## config.mk

```make
export PLATFORM = sky130hd
export DESIGN_NAME = rep_spi_seq
export DESIGN_NICKNAME = d
export VERILOG_FILES = /design/src/rtl/spi_seq_pkg.sv /design/src/rtl/spi_seq_bytemem.sv /design/src/rtl/spi_seq_regs.sv /design/src/rtl/spi_seq_engine.sv /design/src/rtl/rep_spi_seq.sv
export SDC_FILE = /design/constraint.sdc
export NUM_CORES = 1
export LEC_CHECK = 0
export BUFFER_PORTS_ARGS = -buffer_cell sky130_fd_sc_hd__buf_2
export CORE_ASPECT_RATIO = 1.5
export CORE_MARGIN = 2
export CORE_UTILIZATION = 69
export DETAILED_ROUTE_END_ITERATION = 12
export GPL_TIMING_DRIVEN = 0
export PLACE_DENSITY = 0.92
export SETUP_SLACK_MARGIN = 0.02
export SKIP_CTS_REPAIR_TIMING = 1
export SLEW_MARGIN = 20
export SYNTH_ARGS = -nofsm -noshare
export SYNTH_HDL_FRONTEND = slang
export SYNTH_HIERARCHICAL = 1
export SYNTH_SLANG_ARGS = --single-unit
```

## constraint.sdc

```tcl
create_clock -name clk_i -period 8.15 [get_ports clk_i]
set_input_delay 1.63 -clock clk_i [delete_from_list [all_inputs] [get_ports clk_i]]
set_output_delay 1.63 -clock clk_i [all_outputs]
set_load 0.02 [all_outputs]
```

## src/rtl/spi_seq_pkg.sv

```systemverilog
package spi_seq_pkg;

  typedef enum logic [1:0] {
    ST_IDLE  = 2'd0,
    ST_SHIFT = 2'd1,
    ST_GAP   = 2'd2
  } seq_state_e;

  localparam logic [7:0] SEQ_VERSION = 8'd2;

  // register window byte addresses
  localparam int ADR_CTRL   = 0;
  localparam int ADR_GO     = 1;
  localparam int ADR_SIZE   = 3;
  localparam int ADR_GAP    = 5;
  localparam int ADR_REP    = 9;
  localparam int ADR_EN     = 13;
  localparam int ADR_MSIZE  = 14;
  localparam int ADR_TXBASE = 16;

endpackage

```

## src/rtl/spi_seq_bytemem.sv

```systemverilog
module spi_seq_bytemem #(
  parameter int DEPTH = 16,
  parameter int AW    = 4,
  parameter int NRD   = 1
) (
  input  logic                    clk_i,
  input  logic                    we_i,
  input  logic [AW-1:0]           waddr_i,
  input  logic [7:0]              wmask_i,
  input  logic [7:0]              wdata_i,
  input  logic [NRD-1:0][AW-1:0]  raddr_i,
  output logic [NRD-1:0][7:0]     rdata_o
);

  logic [7:0] mem_q [DEPTH];

  always_ff @(posedge clk_i) begin
    if (we_i) begin
      for (int b = 0; b < 8; b++) begin
        if (wmask_i[b]) mem_q[waddr_i][b] <= wdata_i[b];
      end
    end
  end

  for (genvar g = 0; g < NRD; g++) begin : g_rd
    assign rdata_o[g] = mem_q[raddr_i[g]];
  end

endmodule

```

## src/rtl/spi_seq_regs.sv

```systemverilog
module spi_seq_regs
  import spi_seq_pkg::*;
#(
  parameter int MEM_BYTES = 16,
  parameter int MEM_AW    = 4,
  parameter int BUS_AW    = 6,
  parameter int SIZE_W    = 16,
  parameter int CNT_W     = 32
) (
  input  logic              clk_i,
  input  logic              rst_ni,
  input  logic [BUS_AW-1:0] bus_addr_i,
  input  logic [7:0]        bus_wdata_i,
  input  logic              bus_we_i,
  output logic [7:0]        bus_rdata_o,
  input  logic              ext_start_i,
  input  logic              ready_i,
  input  logic [7:0]        tx_rdata_i,
  input  logic [7:0]        rx_rdata_i,
  output logic [MEM_AW-1:0] mem_addr_o,
  output logic              tx_we_o,
  output logic              soft_rst_o,
  output logic              start_o,
  output logic [SIZE_W-1:0] size_o,
  output logic [CNT_W-1:0]  gap_o,
  output logic [CNT_W-1:0]  rep_o
);

  localparam int RX_BASE  = ADR_TXBASE + MEM_BYTES;
  localparam int RX_END   = RX_BASE + MEM_BYTES;
  localparam int SIZE_NB  = SIZE_W / 8;
  localparam int CNT_NB   = CNT_W / 8;
  localparam logic [15:0] MSIZE = 16'(MEM_BYTES);

  logic [31:0] addr_w;
  logic        in_tx, in_rx, en_q;
  logic [SIZE_W-1:0] size_q;
  logic [CNT_W-1:0]  gap_q, rep_q;

  assign addr_w = 32'(bus_addr_i);
  assign in_tx  = (addr_w >= 32'(ADR_TXBASE)) && (addr_w < 32'(RX_BASE));
  assign in_rx  = (addr_w >= 32'(RX_BASE)) && (addr_w < 32'(RX_END));

  assign mem_addr_o = in_rx ? MEM_AW'(addr_w - 32'(RX_BASE))
                            : MEM_AW'(addr_w - 32'(ADR_TXBASE));
  assign tx_we_o    = bus_we_i && in_tx;
  assign soft_rst_o = bus_we_i && (addr_w == 32'(ADR_CTRL));
  assign start_o    = (bus_we_i && (addr_w == 32'(ADR_GO))) || (en_q && ext_start_i);

  assign size_o = size_q;
  assign gap_o  = gap_q;
  assign rep_o  = rep_q;

  always_ff @(posedge clk_i or negedge rst_ni) begin
    if (!rst_ni) begin
      size_q <= '0;
      gap_q  <= '0;
      rep_q  <= CNT_W'(1);
      en_q   <= 1'b0;
    end else if (bus_we_i) begin
      for (int k = 0; k < SIZE_NB; k++)
        if (addr_w == 32'(ADR_SIZE + k)) size_q[8*k +: 8] <= bus_wdata_i;
      for (int k = 0; k < CNT_NB; k++) begin
        if (addr_w == 32'(ADR_GAP + k)) gap_q[8*k +: 8] <= bus_wdata_i;
        if (addr_w == 32'(ADR_REP + k)) rep_q[8*k +: 8] <= bus_wdata_i;
      end
      if (addr_w == 32'(ADR_EN)) en_q <= bus_wdata_i[0];
    end
  end

  always_comb begin
    bus_rdata_o = 8'h00;
    if (addr_w == 32'(ADR_CTRL)) bus_rdata_o = SEQ_VERSION;
    if (addr_w == 32'(ADR_GO))   bus_rdata_o = {7'd0, ready_i};
    for (int k = 0; k < SIZE_NB; k++)
      if (addr_w == 32'(ADR_SIZE + k)) bus_rdata_o = size_q[8*k +: 8];
    for (int k = 0; k < CNT_NB; k++) begin
      if (addr_w == 32'(ADR_GAP + k)) bus_rdata_o = gap_q[8*k +: 8];
      if (addr_w == 32'(ADR_REP + k)) bus_rdata_o = rep_q[8*k +: 8];
    end
    if (addr_w == 32'(ADR_EN))        bus_rdata_o = {7'd0, en_q};
    if (addr_w == 32'(ADR_MSIZE))     bus_rdata_o = MSIZE[7:0];
    if (addr_w == 32'(ADR_MSIZE + 1)) bus_rdata_o = MSIZE[15:8];
    if (in_tx) bus_rdata_o = tx_rdata_i;
    if (in_rx) bus_rdata_o = rx_rdata_i;
  end

endmodule

```

## src/rtl/spi_seq_engine.sv

```systemverilog
module spi_seq_engine
  import spi_seq_pkg::*;
#(
  parameter int MEM_AW = 4,
  parameter int SIZE_W = 16,
  parameter int CNT_W  = 32
) (
  input  logic              clk_i,
  input  logic              rst_ni,
  input  logic              soft_rst_i,
  input  logic              start_i,
  input  logic [SIZE_W-1:0] size_i,
  input  logic [CNT_W-1:0]  gap_i,
  input  logic [CNT_W-1:0]  rep_i,
  input  logic [7:0]        tx_rdata_i,
  output logic [MEM_AW-1:0] tx_raddr_o,
  output logic              rx_we_o,
  output logic [MEM_AW-1:0] rx_waddr_o,
  output logic [7:0]        rx_wmask_o,
  output logic [7:0]        rx_wdata_o,
  input  logic              miso_i,
  output logic              sck_o,
  output logic              mosi_o,
  output logic              cs_no,
  output logic              ready_o
);

  seq_state_e        state_q;
  logic [SIZE_W-1:0] bit_q, size_q, nxt_bit;
  logic [CNT_W-1:0]  pass_q, gap_cnt_q, gap_q, rep_q;
  logic              phase_q, sck_q, cs_nq, mosi_q;
  logic              nxt_mosi, last_bit, last_pass, start_ok;

  // bit to present at the next falling shift-clock edge
  assign nxt_bit    = (state_q == ST_SHIFT) ? bit_q + SIZE_W'(1) : '0;
  assign tx_raddr_o = MEM_AW'(nxt_bit >> 3);
  assign nxt_mosi   = tx_rdata_i[3'd7 - nxt_bit[2:0]];

  assign last_bit  = (bit_q == size_q - SIZE_W'(1));
  assign last_pass = (rep_q != '0) && (pass_q == rep_q - CNT_W'(1));
  assign start_ok  = start_i && (state_q == ST_IDLE) && (size_i != '0);

  assign rx_we_o    = (state_q == ST_SHIFT) && !phase_q;
  assign rx_waddr_o = MEM_AW'(bit_q >> 3);
  assign rx_wmask_o = 8'h80 >> bit_q[2:0];
  assign rx_wdata_o = {8{miso_i}};

  assign sck_o   = sck_q;
  assign mosi_o  = mosi_q;
  assign cs_no   = cs_nq;
  assign ready_o = (state_q == ST_IDLE);

  always_ff @(posedge clk_i or negedge rst_ni) begin
    if (!rst_ni) begin
      state_q   <= ST_IDLE;
      bit_q     <= '0;
      size_q    <= '0;
      pass_q    <= '0;
      gap_cnt_q <= '0;
      gap_q     <= '0;
      rep_q     <= '0;
      phase_q   <= 1'b0;
      sck_q     <= 1'b0;
      cs_nq     <= 1'b1;
      mosi_q    <= 1'b0;
    end else if (soft_rst_i) begin
      state_q <= ST_IDLE;
      phase_q <= 1'b0;
      sck_q   <= 1'b0;
      cs_nq   <= 1'b1;
      mosi_q  <= 1'b0;
    end else begin
      unique case (state_q)
        ST_IDLE: begin
          if (start_ok) begin
            state_q <= ST_SHIFT;
            size_q  <= size_i;
            gap_q   <= gap_i;
            rep_q   <= rep_i;
            pass_q  <= '0;
            bit_q   <= '0;
            phase_q <= 1'b0;
            cs_nq   <= 1'b0;
            mosi_q  <= nxt_mosi;
          end
        end
        ST_SHIFT: begin
          if (!phase_q) begin
            phase_q <= 1'b1;
            sck_q   <= 1'b1;
          end else begin
            phase_q <= 1'b0;
            sck_q   <= 1'b0;
            if (last_bit) begin
              cs_nq  <= 1'b1;
              mosi_q <= 1'b0;
              if (last_pass) begin
                state_q <= ST_IDLE;
              end else begin
                state_q   <= ST_GAP;
                pass_q    <= pass_q + CNT_W'(1);
                gap_cnt_q <= gap_q;
              end
            end else begin
              bit_q  <= bit_q + SIZE_W'(1);
              mosi_q <= nxt_mosi;
            end
          end
        end
        ST_GAP: begin
          if (gap_cnt_q == '0) begin
            state_q <= ST_SHIFT;
            bit_q   <= '0;
            phase_q <= 1'b0;
            cs_nq   <= 1'b0;
            mosi_q  <= nxt_mosi;
          end else begin
            gap_cnt_q <= gap_cnt_q - CNT_W'(1);
          end
        end
        default: state_q <= ST_IDLE;
      endcase
    end
  end

endmodule

```

## src/rtl/rep_spi_seq.sv

```systemverilog
module rep_spi_seq
  import spi_seq_pkg::*;
#(
  parameter int MEM_BYTES = 16,
  parameter int SIZE_W    = 16,
  parameter int CNT_W     = 32,
  parameter int MEM_AW    = (MEM_BYTES > 1) ? $clog2(MEM_BYTES) : 1,
  parameter int BUS_AW    = $clog2(ADR_TXBASE + 2 * MEM_BYTES)
) (
  input  logic              clk_i,
  input  logic              rst_ni,
  input  logic [BUS_AW-1:0] bus_addr_i,
  input  logic [7:0]        bus_wdata_i,
  input  logic              bus_we_i,
  output logic [7:0]        bus_rdata_o,
  input  logic              ext_start_i,
  output logic              sck_o,
  output logic              mosi_o,
  input  logic              miso_i,
  output logic              cs_no
);

  logic [MEM_AW-1:0] mem_addr, eng_tx_addr, rx_waddr;
  logic              tx_we, soft_rst, start, ready, rx_we;
  logic [7:0]        rx_wmask, rx_wdata;
  logic [SIZE_W-1:0] size;
  logic [CNT_W-1:0]  gap, rep;
  logic [1:0][MEM_AW-1:0] tx_raddr;
  logic [1:0][7:0]        tx_rdata;
  logic [0:0][MEM_AW-1:0] rx_raddr;
  logic [0:0][7:0]        rx_rdata;

  assign tx_raddr[0] = mem_addr;
  assign tx_raddr[1] = eng_tx_addr;
  assign rx_raddr[0] = mem_addr;

  spi_seq_regs #(
    .MEM_BYTES(MEM_BYTES), .MEM_AW(MEM_AW), .BUS_AW(BUS_AW),
    .SIZE_W(SIZE_W), .CNT_W(CNT_W)
  ) u_regs (
    .clk_i, .rst_ni, .bus_addr_i, .bus_wdata_i, .bus_we_i, .bus_rdata_o,
    .ext_start_i,
    .ready_i    (ready),
    .tx_rdata_i (tx_rdata[0]),
    .rx_rdata_i (rx_rdata[0]),
    .mem_addr_o (mem_addr),
    .tx_we_o    (tx_we),
    .soft_rst_o (soft_rst),
    .start_o    (start),
    .size_o     (size),
    .gap_o      (gap),
    .rep_o      (rep)
  );

  spi_seq_bytemem #(.DEPTH(MEM_BYTES), .AW(MEM_AW), .NRD(2)) u_txmem (
    .clk_i,
    .we_i    (tx_we),
    .waddr_i (mem_addr),
    .wmask_i (8'hFF),
    .wdata_i (bus_wdata_i),
    .raddr_i (tx_raddr),
    .rdata_o (tx_rdata)
  );

  spi_seq_bytemem #(.DEPTH(MEM_BYTES), .AW(MEM_AW), .NRD(1)) u_rxmem (
    .clk_i,
    .we_i    (rx_we),
    .waddr_i (rx_waddr),
    .wmask_i (rx_wmask),
    .wdata_i (rx_wdata),
    .raddr_i (rx_raddr),
    .rdata_o (rx_rdata)
  );

  spi_seq_engine #(.MEM_AW(MEM_AW), .SIZE_W(SIZE_W), .CNT_W(CNT_W)) u_eng (
    .clk_i, .rst_ni,
    .soft_rst_i (soft_rst),
    .start_i    (start),
    .size_i     (size),
    .gap_i      (gap),
    .rep_i      (rep),
    .tx_rdata_i (tx_rdata[1]),
    .tx_raddr_o (eng_tx_addr),
    .rx_we_o    (rx_we),
    .rx_waddr_o (rx_waddr),
    .rx_wmask_o (rx_wmask),
    .rx_wdata_o (rx_wdata),
    .miso_i,
    .sck_o, .mosi_o, .cs_no,
    .ready_o    (ready)
  );

endmodule

```

# Yosys cells after proc, flatten, opt, wreduce, memory -nomap -nowiden
# Memories as Yosys holds them, arrays and structs flattened.
# Index checks and enable logic that the tools add are counted.
[totals]
word_cells = 195
memories = 2
reg_bits = 247
out_inout_bits = 11
ram_bits = 256
[classes]
bitwise_logic = 1
n_shift = 1
n_eq_ne = 29
n_reduce_logical = 41
order_cmp = 5
n_mux = 86
n_addsub = 8
[mem_list]
columns = ["name", "words", "word_bits", "rd", "rd_clocked_by_memory_dff", "write_ports", "line_no", "rtl"]
rows = [
  ["u_rxmem.mem_q", 16, 8, 1, 0, 1, "spi_seq_bytemem.sv:15", "logic [7:0] mem_q [DEPTH];"],
  ["u_txmem.mem_q", 16, 8, 2, 0, 1, "spi_seq_bytemem.sv:15", ""],
]
[ops]
columns = ["operator", "count"]
rows = [
  ["32-bit 2-to-1 mux", 8],
  ["32-bit case mux with 2 select lines", 2],
  ["8-bit 2-to-1 mux", 15],
  ["32-bit zero test", 2],
  ["16-bit 2-to-1 mux", 4],
  ["32-bit by 1-bit subtractor with 32-bit output (second input constant)", 2],
  ["6-bit by 4-bit equality test with 1-bit output (second input constant)", 8],
  ["16-bit case mux with 3 select lines", 1],
  ["1-bit 2-to-1 mux", 41],
  ["32-bit by 1-bit adder with 32-bit output (second input constant)", 1],
  ["32-bit equality test", 1],
  ["32-bit nonzero test", 1],
  ["6-bit by 3-bit equality test with 1-bit output (second input constant)", 4],
  ["2-bit AND reduction", 11],
  ["6-bit AND reduction", 3],
  ["16-bit by 1-bit adder with 16-bit output (second input constant)", 1],
  ["16-bit equality test", 1],
  ["2-bit 2-to-1 mux", 8],
  ["16-bit nonzero test", 1],
  ["16-bit by 1-bit subtractor with 16-bit output (second input constant)", 1],
  ["6-bit < comparator (second input constant)", 2],
  ["3-bit by 2-bit != test with 1-bit output (second input constant)", 4],
  ["1-bit logical AND", 10],
  ["1-bit case mux with 3 select lines", 3],
  ["other kinds (26)", 36],
]

# Logic depth before layout (Yosys ltp)
# Gate-level depths: netlist of the first run.
[logic_depth]
ltp_word = 18
mapped_depth = 19

# Cells and area by module
# The synthesis of the first run kept the hierarchy.
[modules_own_cells]
columns = ["mod", "n_inst", "area_per_inst_um2", "cells_per_inst"]
rows = [
  ["spi_seq_engine", 1, 10659.0, 1157],
  ["spi_seq_bytemem (u_txmem)", 1, 6561.3, 435],
  ["spi_seq_bytemem (u_rxmem)", 1, 5524.0, 365],
  ["spi_seq_regs", 1, 4301.6, 368],
  ["rep_spi_seq", 1, 3.8, 1],
]

# Least setup slack after synthesis of the first run
# No wires, ideal clock.
[synth_path]
kind = "input to output"
start = "input port bus_addr_i[0]"
end = "output port bus_rdata_o[0]"
arrival_ns = 3.515
cell_stages = 11
path_buffers = 3
slack_ns = 3.005
required_ns = 6.520
path_cell_list = "buf_4 > buf_6 > buf_4 > mux4_2 > a22oi_1 > nand2_1 > inv_1 > a21oi_1 > o31ai_1 > a221oi_1 > or3_1"
[synth_lines]
columns = ["element", "line_no", "rtl"]
rows = [
  ["from (decl)", "rep_spi_seq.sv:12", "input logic [BUS_AW-1:0] bus_addr_i,"],
  ["to (decl)", "rep_spi_seq.sv:15", "output logic [7:0] bus_rdata_o,"],
]

==> key figures, run 1 <==
Run status
  • Status: finished clean

Timing
  • Final setup TNS: 0 ns
  • Final Skew: 0.0205 ns
  • Fmax: 163 MHz
  • Final hold vios: 0
  • Setup violations, final: 0
  • Tcrit/Tclk final: 0.754
  • Tightest Pin Transition: 0.984 ns
  • Slew Viols, Final: 0
  • Final min period: 6.15 ns
  • RSZ-0062 raised after global routing: no
  • Hold WS: 0.516 ns
  • Slew headroom: 0.339

Cells and area
  • Post-layout util: 0.764
  • Fin nets: 2445
  • Area delta synth->final: 8.77%
  • Share of cells above drive strength 1: 0.185
  • Diode count: 0

Critical path
  • Crit-path max FO: 10
  • Slowest cell delay on critical path: 0.60 ns
  • Endpoint class of the critical path: output pin
  • Crit Path Category: in2out
  • Startpoint Class: input pin
  • Crit path buffers/inverters: 5
  • Crit path max-delay cell type: mux4_2
  • Worst path arrival time: 4.52 ns
  • Delay-heaviest family, CP: buffers and inverters
  • CP required: 6.52 ns
  • Ordered cell list for the critical path: buf_2 -> buf_4 -> buf_6 -> buf_4 -> mux4_2 -> a22oi_1 -> nand2_1 -> a221oi_1 -> o21ai_1 -> buf_2

Synthesis
  • Most instantiated cells after synthesis: 328 x nor2_1, 256 x edfxtp_1, 245 x dfrtp_1
  • Leading area contributor after synthesis: edfxtp_1
  • Yosys warns: 6
  • Sequential area share after synthesis: 0.513
  • Most common cell in the netlist: nor2_1
  • Synth Flop Type: edfxtp_1
  • Post-synth ARST share: 0.491
  • Synth top area share: 0.284
  • Synth Cell Area: 0.0270 sq mm
  • Number of library cell types mapped by synthesis: 100
  • Post-Syn Area per Cell: 11.6 sq um
  • Top post-synthesis cells by area: edfxtp_1 28%, dfrtp_1 23%, mux2_2 6.9%
  • Synth Instances: 2326
  • Post-synth EDFFs: 256
  • Synth Register Bits: 503

Die
  • I/O pins: 30
  • Core Box Area: 0.0385 sq mm
  • Height of the die: 246 um
  • Starting density of the core: 0.702
  • Die ar.: 0.0408 sq mm
  • Chip width: 166 um
  • Core Rows: 88

Job
  • Max Cap Viol: 0

Route
  • Detailed Routing Iterations Pass 1: 8
  • Total Wirelength: 79.4 mm
  • DRC: 0
  • Via density: 7.18
  • Via count: 21100
  • Wire length per cell: 27.0 um
  • Initial DRC count: 2753
  • Routed Antenna Nets: 0

Clock tree
  • CTS tree: yes
  • Worst-path clk slew: 0.06 ns
  • # H-tree levels: 2
  • Clk_lat worst skew: 0.59 ns
  • CTS Buf Count: 47
  • Clk root buf: clkbuf_16
  • Clk sinks: 503
  • Clock buffer depth: 3

Pwr
  • Worst-case vdd ir drop: 0.295 mV
  • Pwr/cell area: 267 mW/mm^2
  • Pleak: 11.3 nW

Placed design
  • PortBufs: 26
  • Placer Congestion: 0.966
  • DP HPWL: 55.6 mm

Global route
  • Largest net degree at the start of global routing: 105
  • GRT overflow: 0
  • Gr usage total: 0.388
  • First-pass GRT wire length: 122 mm
  • Initial antenna violation count: 0
  • Number of global-route vias before repair: 21300

Worst hold path
  • Hold Crit Class: reg2reg
## placed cells by master (no fill, tap or decap), types with 18 or more instances in the layout
cell type and count:
and3_1 50, nand3_1 67, mux2_2 166, clkbuf_16 48, nand2_1 140, nor2b_1 24, a31oi_1 39, clkbuf_1 93
xor2_1 18, nor4_1 21, buf_4 27, xnor2_1 44, or3_1 25, a22oi_1 57, mux4_2 52, a21oi_1 47
buf_2 49, mux4_1 42, nor3_1 61, o211ai_1 30, o21ai_0 56, dfrtp_1 245, inv_1 53, nand2b_1 29
edfxtp_1 256, nand4_1 35, nor2_1 328
## metrics by stage
| stage | worst slack [ns] | instances | total power, mW | instance area, sq um |
|---|---|---|---|---|
| floorplan | 3.00 | 2333 | 4.91 | 27100 |
| global route | 1.97 | 2944 | 8.19 | 29400 |
| detailed placement | 2.18 | 2857 | 5.62 | 27900 |
| finish | 2.00 | 2944 | 7.86 | 29400 |
| CTS | 2.14 | 2944 | 7.80 | 29400 |
| global placement | 1.28 | 2854 | 5.49 | 27800 |
## worst reg2reg max path: cells and delay by family (launching register included)
kind | cells | cell delay (ns)
buffers and inverters | 7 | 1.93
AOI/OAI and AO/OA | 5 | 1.12
muxes | 2 | 1.09
and+or+nand+nor | 2 | 0.57
DFF | 1 | 0.42
adders and majority gates | 1 | 0.14
## report_power, final
| group | total [mW] | internal [mW] | switching (mW) |
|---|---|---|---|
| clock | 2.18 | 1.21 | 0.965 |
| sequential | 3.20 | 2.91 | 0.283 |
| combinational | 2.49 | 0.935 | 1.55 |
| total | 7.86 | 5.06 | 2.80 |
## path summary, 6_finish.rpt
check / start / end / slack [ns] / cells after the start
max in group asynchronous: rst_ni / u_eng/gap_q[28] / 5.88 / 3
min in group asynchronous: rst_ni / u_eng/pass_q[5] / 0.93 / 1
worst max-delay path: bus_addr_i[0] / bus_rdata_o[5] / 2.00 / 10
worst min-delay path: u_eng/gap_q[11] / u_eng/gap_q[11] / 0.52 / 1
worst max register to register: u_eng/state_q[1] / u_eng/mosi_o / 2.72 / 17
worst min register to register: u_eng/gap_q[11] / u_eng/gap_q[11] / 0.52 / 1
## final cells by class
type,count,area (sq um)
Sequential cell,503,13900
Multi-Input combinational cell,1616,12200
Fill cell,2357,9110
Clock buffer,64,1290
Buffer,159,863
Tap cell,495,619
Clock inverter,23,216
Inverter,55,206
Timing Repair Buffer,29,203
## registers in the layout (all words and copies together) (netlist names), 2 cells and up
signal	cells
u_eng/state_q	2
u_regs/gap_o	32
u_eng/pass_q	32
u_regs/size_o	16
u_regs/rep_o	32
u_eng/rep_q	32
u_rxmem/mem_q	128
u_eng/gap_q	32
u_eng/size_q	16
u_eng/bit_q	16
u_txmem/mem_q	128
u_eng/gap_cnt_q	32
## kinds of logic after synthesis
group | synth area share
simple gates | 0.164
flops | 0.513
compound gates | 0.0954
mux | 0.161
buf+inv | 0.0395
xor+xnor | 0.0201
fa+ha+maj | 0.00694
other cells | 0.000139
## routing by layer
| layer | vias to the layer above | wire [um] | track usage |
|---|---|---|---|
| met4 | 0 | 5900 | 0.240 |
| met1 | 10300 | 26300 | 0.445 |
| met5 | - | 0 | 0 |
| met3 | 393 | 6420 | 0.0537 |
| li1 | 8915 | - | - |
| met2 | 1506 | 40800 | 0.690 |
Power figures use the tool's default switching activity.
==> run 2: changes to the inputs <==
--- a/config.mk
+++ b/config.mk
@@ -8,10 +8,10 @@
 export BUFFER_PORTS_ARGS = -buffer_cell sky130_fd_sc_hd__buf_2
 export CORE_ASPECT_RATIO = 1.5
 export CORE_MARGIN = 2
-export CORE_UTILIZATION = 69
+export CORE_UTILIZATION = 58
 export DETAILED_ROUTE_END_ITERATION = 12
 export GPL_TIMING_DRIVEN = 0
-export PLACE_DENSITY = 0.92
+export PLACE_DENSITY = 0.83
 export SETUP_SLACK_MARGIN = 0.02
 export SKIP_CTS_REPAIR_TIMING = 1
 export SLEW_MARGIN = 20
==> constraint.sdc (replaced) <==
create_clock -name clk_i -period 5.5 [get_ports clk_i]
set_input_delay 1.1 -clock clk_i [delete_from_list [all_inputs] [get_ports clk_i]]
set_output_delay 1.1 -clock clk_i [all_outputs]
set_load 0.02 [all_outputs]
==> key figures, run 2 (synthesis gave the netlist of run 1 again) <==
Run status
  • Status: finished clean

Route
  • Via count: 20400 (-3.4%)
  • Initial DRC count: 2247 (-18%)
  • Wire length per cell: 25.1 um (-7.0%)
  • Detailed Routing Iterations Pass 1: 8 (unchanged)
  • Via density: 6.72 (-6.4%)
  • Routed Antenna Nets: 0 (unchanged)
  • DRC: 0 (unchanged)
  • Total Wirelength: 76.2 mm (-4.0%)

Clock tree
  • # H-tree levels: 2 (unchanged)
  • Clk_lat worst skew: 0.59 ns (about the same)
  • Clk sinks: 503 (unchanged)
  • Worst-path clk slew: 0.06 ns (about the same)
  • Clk root buf: clkbuf_16
  • CTS tree: yes
  • Clock buffer depth: 3 (unchanged)
  • CTS Buf Count: 48 (+2.1%)

Critical path
  • Critical path startpoint: bus_addr_i[0]
  • Startpoint Class: input pin
  • Slowest cell delay on critical path: 0.58 ns (-0.02 ns)
  • Ordered cell list for the critical path: buf_2 -> buf_4 -> buf_6 -> buf_6 -> mux4_1 -> a22oi_1 -> nand2_1 -> a221oi_1 -> o21ai_1 -> buf_2
  • CP required: 4.40 ns (-2.12 ns)
  • Crit Path Category: in2out
  • Crit path capture: bus_rdata_o[2]
  • Worst path arrival time: 3.94 ns (-0.58 ns)
  • Worst r2r src: u_eng/state_q[1]
  • Endpoint class of the critical path: output pin
  • Reg2reg setup slack: 0.56 ns (-2.16 ns)
  • Crit path max-delay cell type: mux4_1
  • RR Endpoint: u_eng/mosi_o
  • R2r worst-path depth: 17 (unchanged)
  • Crit-path max FO: 10 (unchanged)

Placed design
  • Dpl ws: 0.534 ns (-1.65 ns)
  • Placer Congestion: 0.991 (+2.6%)
  • PortBufs: 26 (unchanged)
  • DP HPWL: 55.1 mm (-0.86%)
  • Dpl cells: 2950 (+3.3%)
  • Placed standard-cell area: 0.0280 sq mm (+0.42%)

Timing
  • Hold WS: 0.511 ns (-0.00485 ns)
  • Slew headroom: 0.294 (-0.0446)
  • Fmax: 198 MHz
  • Tightest Pin Transition: 1.05 ns (+0.0664 ns)
  • Setup ws final: 0.457 ns (-1.54 ns)
  • Final min period: 5.04 ns
  • Final setup TNS: 0 ns (unchanged)
  • Setup violations, final: 0 (unchanged)
  • Final Skew: 0.0352 ns (+0.0146 ns)
  • RSZ-0062 raised after global routing: no
  • Tcrit/Tclk final: 0.917
  • Final hold vios: 0 (unchanged)
  • Slew Viols, Final: 0 (unchanged)

Pwr
  • Pleak: 11.4 nW (+0.50%)
  • Pwr/cell area: 397 mW/mm^2 (+49%)
  • Worst-case vdd ir drop: 0.309 mV (+5.0%)

Worst hold path
  • Hold Crit Class: reg2reg

Cells and area
  • Layout Cells excl Fill: 3039 (+3.2%)
  • Share of cells above drive strength 1: 0.186 (+0.00148)
  • Fillers: 3486 (+48%)
  • Top Registers: u_rxmem/mem_q x128, u_txmem/mem_q x128
  • Area delta synth->final: 9.62%
  • Commonest cells after routing, fill and taps aside: 328 x nor2_1, 256 x edfxtp_1, 245 x dfrtp_1
  • Fin nets: 2446 (+0.041%)
  • Diode count: 0 (unchanged)
  • Design area: 0.0297 sq mm (+0.77%)
  • Most common cell after layout, fill and taps aside: nor2_1

Global route
  • M2 GR Usage: 0.550 (-0.140)
  • Largest net degree at the start of global routing: 93 (-11%)
  • GR Util met1: 0.374 (-0.0710)
  • First-pass GRT wire length: 118 mm (-3.4%)
  • Number of global-route vias before repair: 20600 (-3.5%)
  • Gr usage total: 0.314 (-0.0743)
  • Initial antenna violation count: 0 (unchanged)
  • GR peak layer: met2
  • GRT overflow: 0 (unchanged)
  • Met3 GRT Util: 0.0385 (-0.0152)

Job
  • Max Cap Viol: 0 (unchanged)

Die
  • Die ar.: 0.0484 sq mm (+19%)
  • Core Box Area: 0.0459 sq mm (+19%)
  • Height of the die: 268 um (+8.9%)
  • Chip width: 180 um (+8.9%)
  • I/O pins: 30 (unchanged)
  • Core Rows: 96 (+9.1%)
  • Starting density of the core: 0.590 (-0.112)
-- run 2: cell count changes in the layout (fill, tap and decap cells not counted), sizes merged --
cell / before / now
inv: 56 / 57
clkinvlp: 4 / 3
bufinv: 3 / 5
-- run 2: worst min-delay path by stage --
stage / from / endpoint / cells past startpoint
2_1_floorplan: u_eng/gap_q[6] / u_eng/gap_cnt_q[6] / 2
4_1_cts: u_eng/gap_q[2] / u_eng/gap_q[2] / 1
3_5_place_dp: u_eng/gap_q[2] / u_eng/gap_q[2] / 1
3_3_place_gp: u_eng/gap_q[30] / u_eng/gap_q[30] / 1
6_report: u_eng/gap_q[2] / u_eng/gap_q[2] / 1
5_1_grt: u_eng/gap_q[3] / u_eng/gap_q[3] / 1
-- run 2: where the power goes --
part / leakage (nW) / switching (mW) / internal, mW
logic: 4.97 / 2.24 / 1.38
clock network: 0.781 / 1.46 / 1.95
registers: 5.64 / 0.430 / 4.32
total: 11.4 / 4.12 / 7.65
-- run 2: worst max-delay path, delay by kind of cell --
family / cells / cell delay (ns)
AOI/OAI and AO/OA: 3 / 1.03
and+or+nand+nor: 1 / 0.26
buffers and inverters: 5 / 0.94
muxes: 1 / 0.58
-- run 2: metal layers --
layer,vias to the layer above,share of wire,wire [um]
met5,-,0,0
met4,0,0.067,5120
met3,271,0.063,4800
met2,1055,0.51,38700
li1,8898,-,-
met1,10200,0.36,27600
-- run 2: final cells by class --
class	instances	area (sq um)	share of cell area
Buffer	159	863	0.0291
Clock buffer	64	1330	0.0449
Clock inverter	25	288	0.00971
Inverter	55	206	0.00696
Multi-Input combinational cell	1616	12200	0.410
Sequential cell	503	13900	0.468
Tap cell	588	736	0.0248
Timing Repair Buffer	29	203	0.00684
-- run 2: metrics by stage --
stage	power (mW)	util
final	11.8	0.646
after floorplan	7.28	-
after global routing	12.3	0.646
after CTS	11.7	0.646
after detailed placement	8.33	0.611
after global placement	8.19	0.609
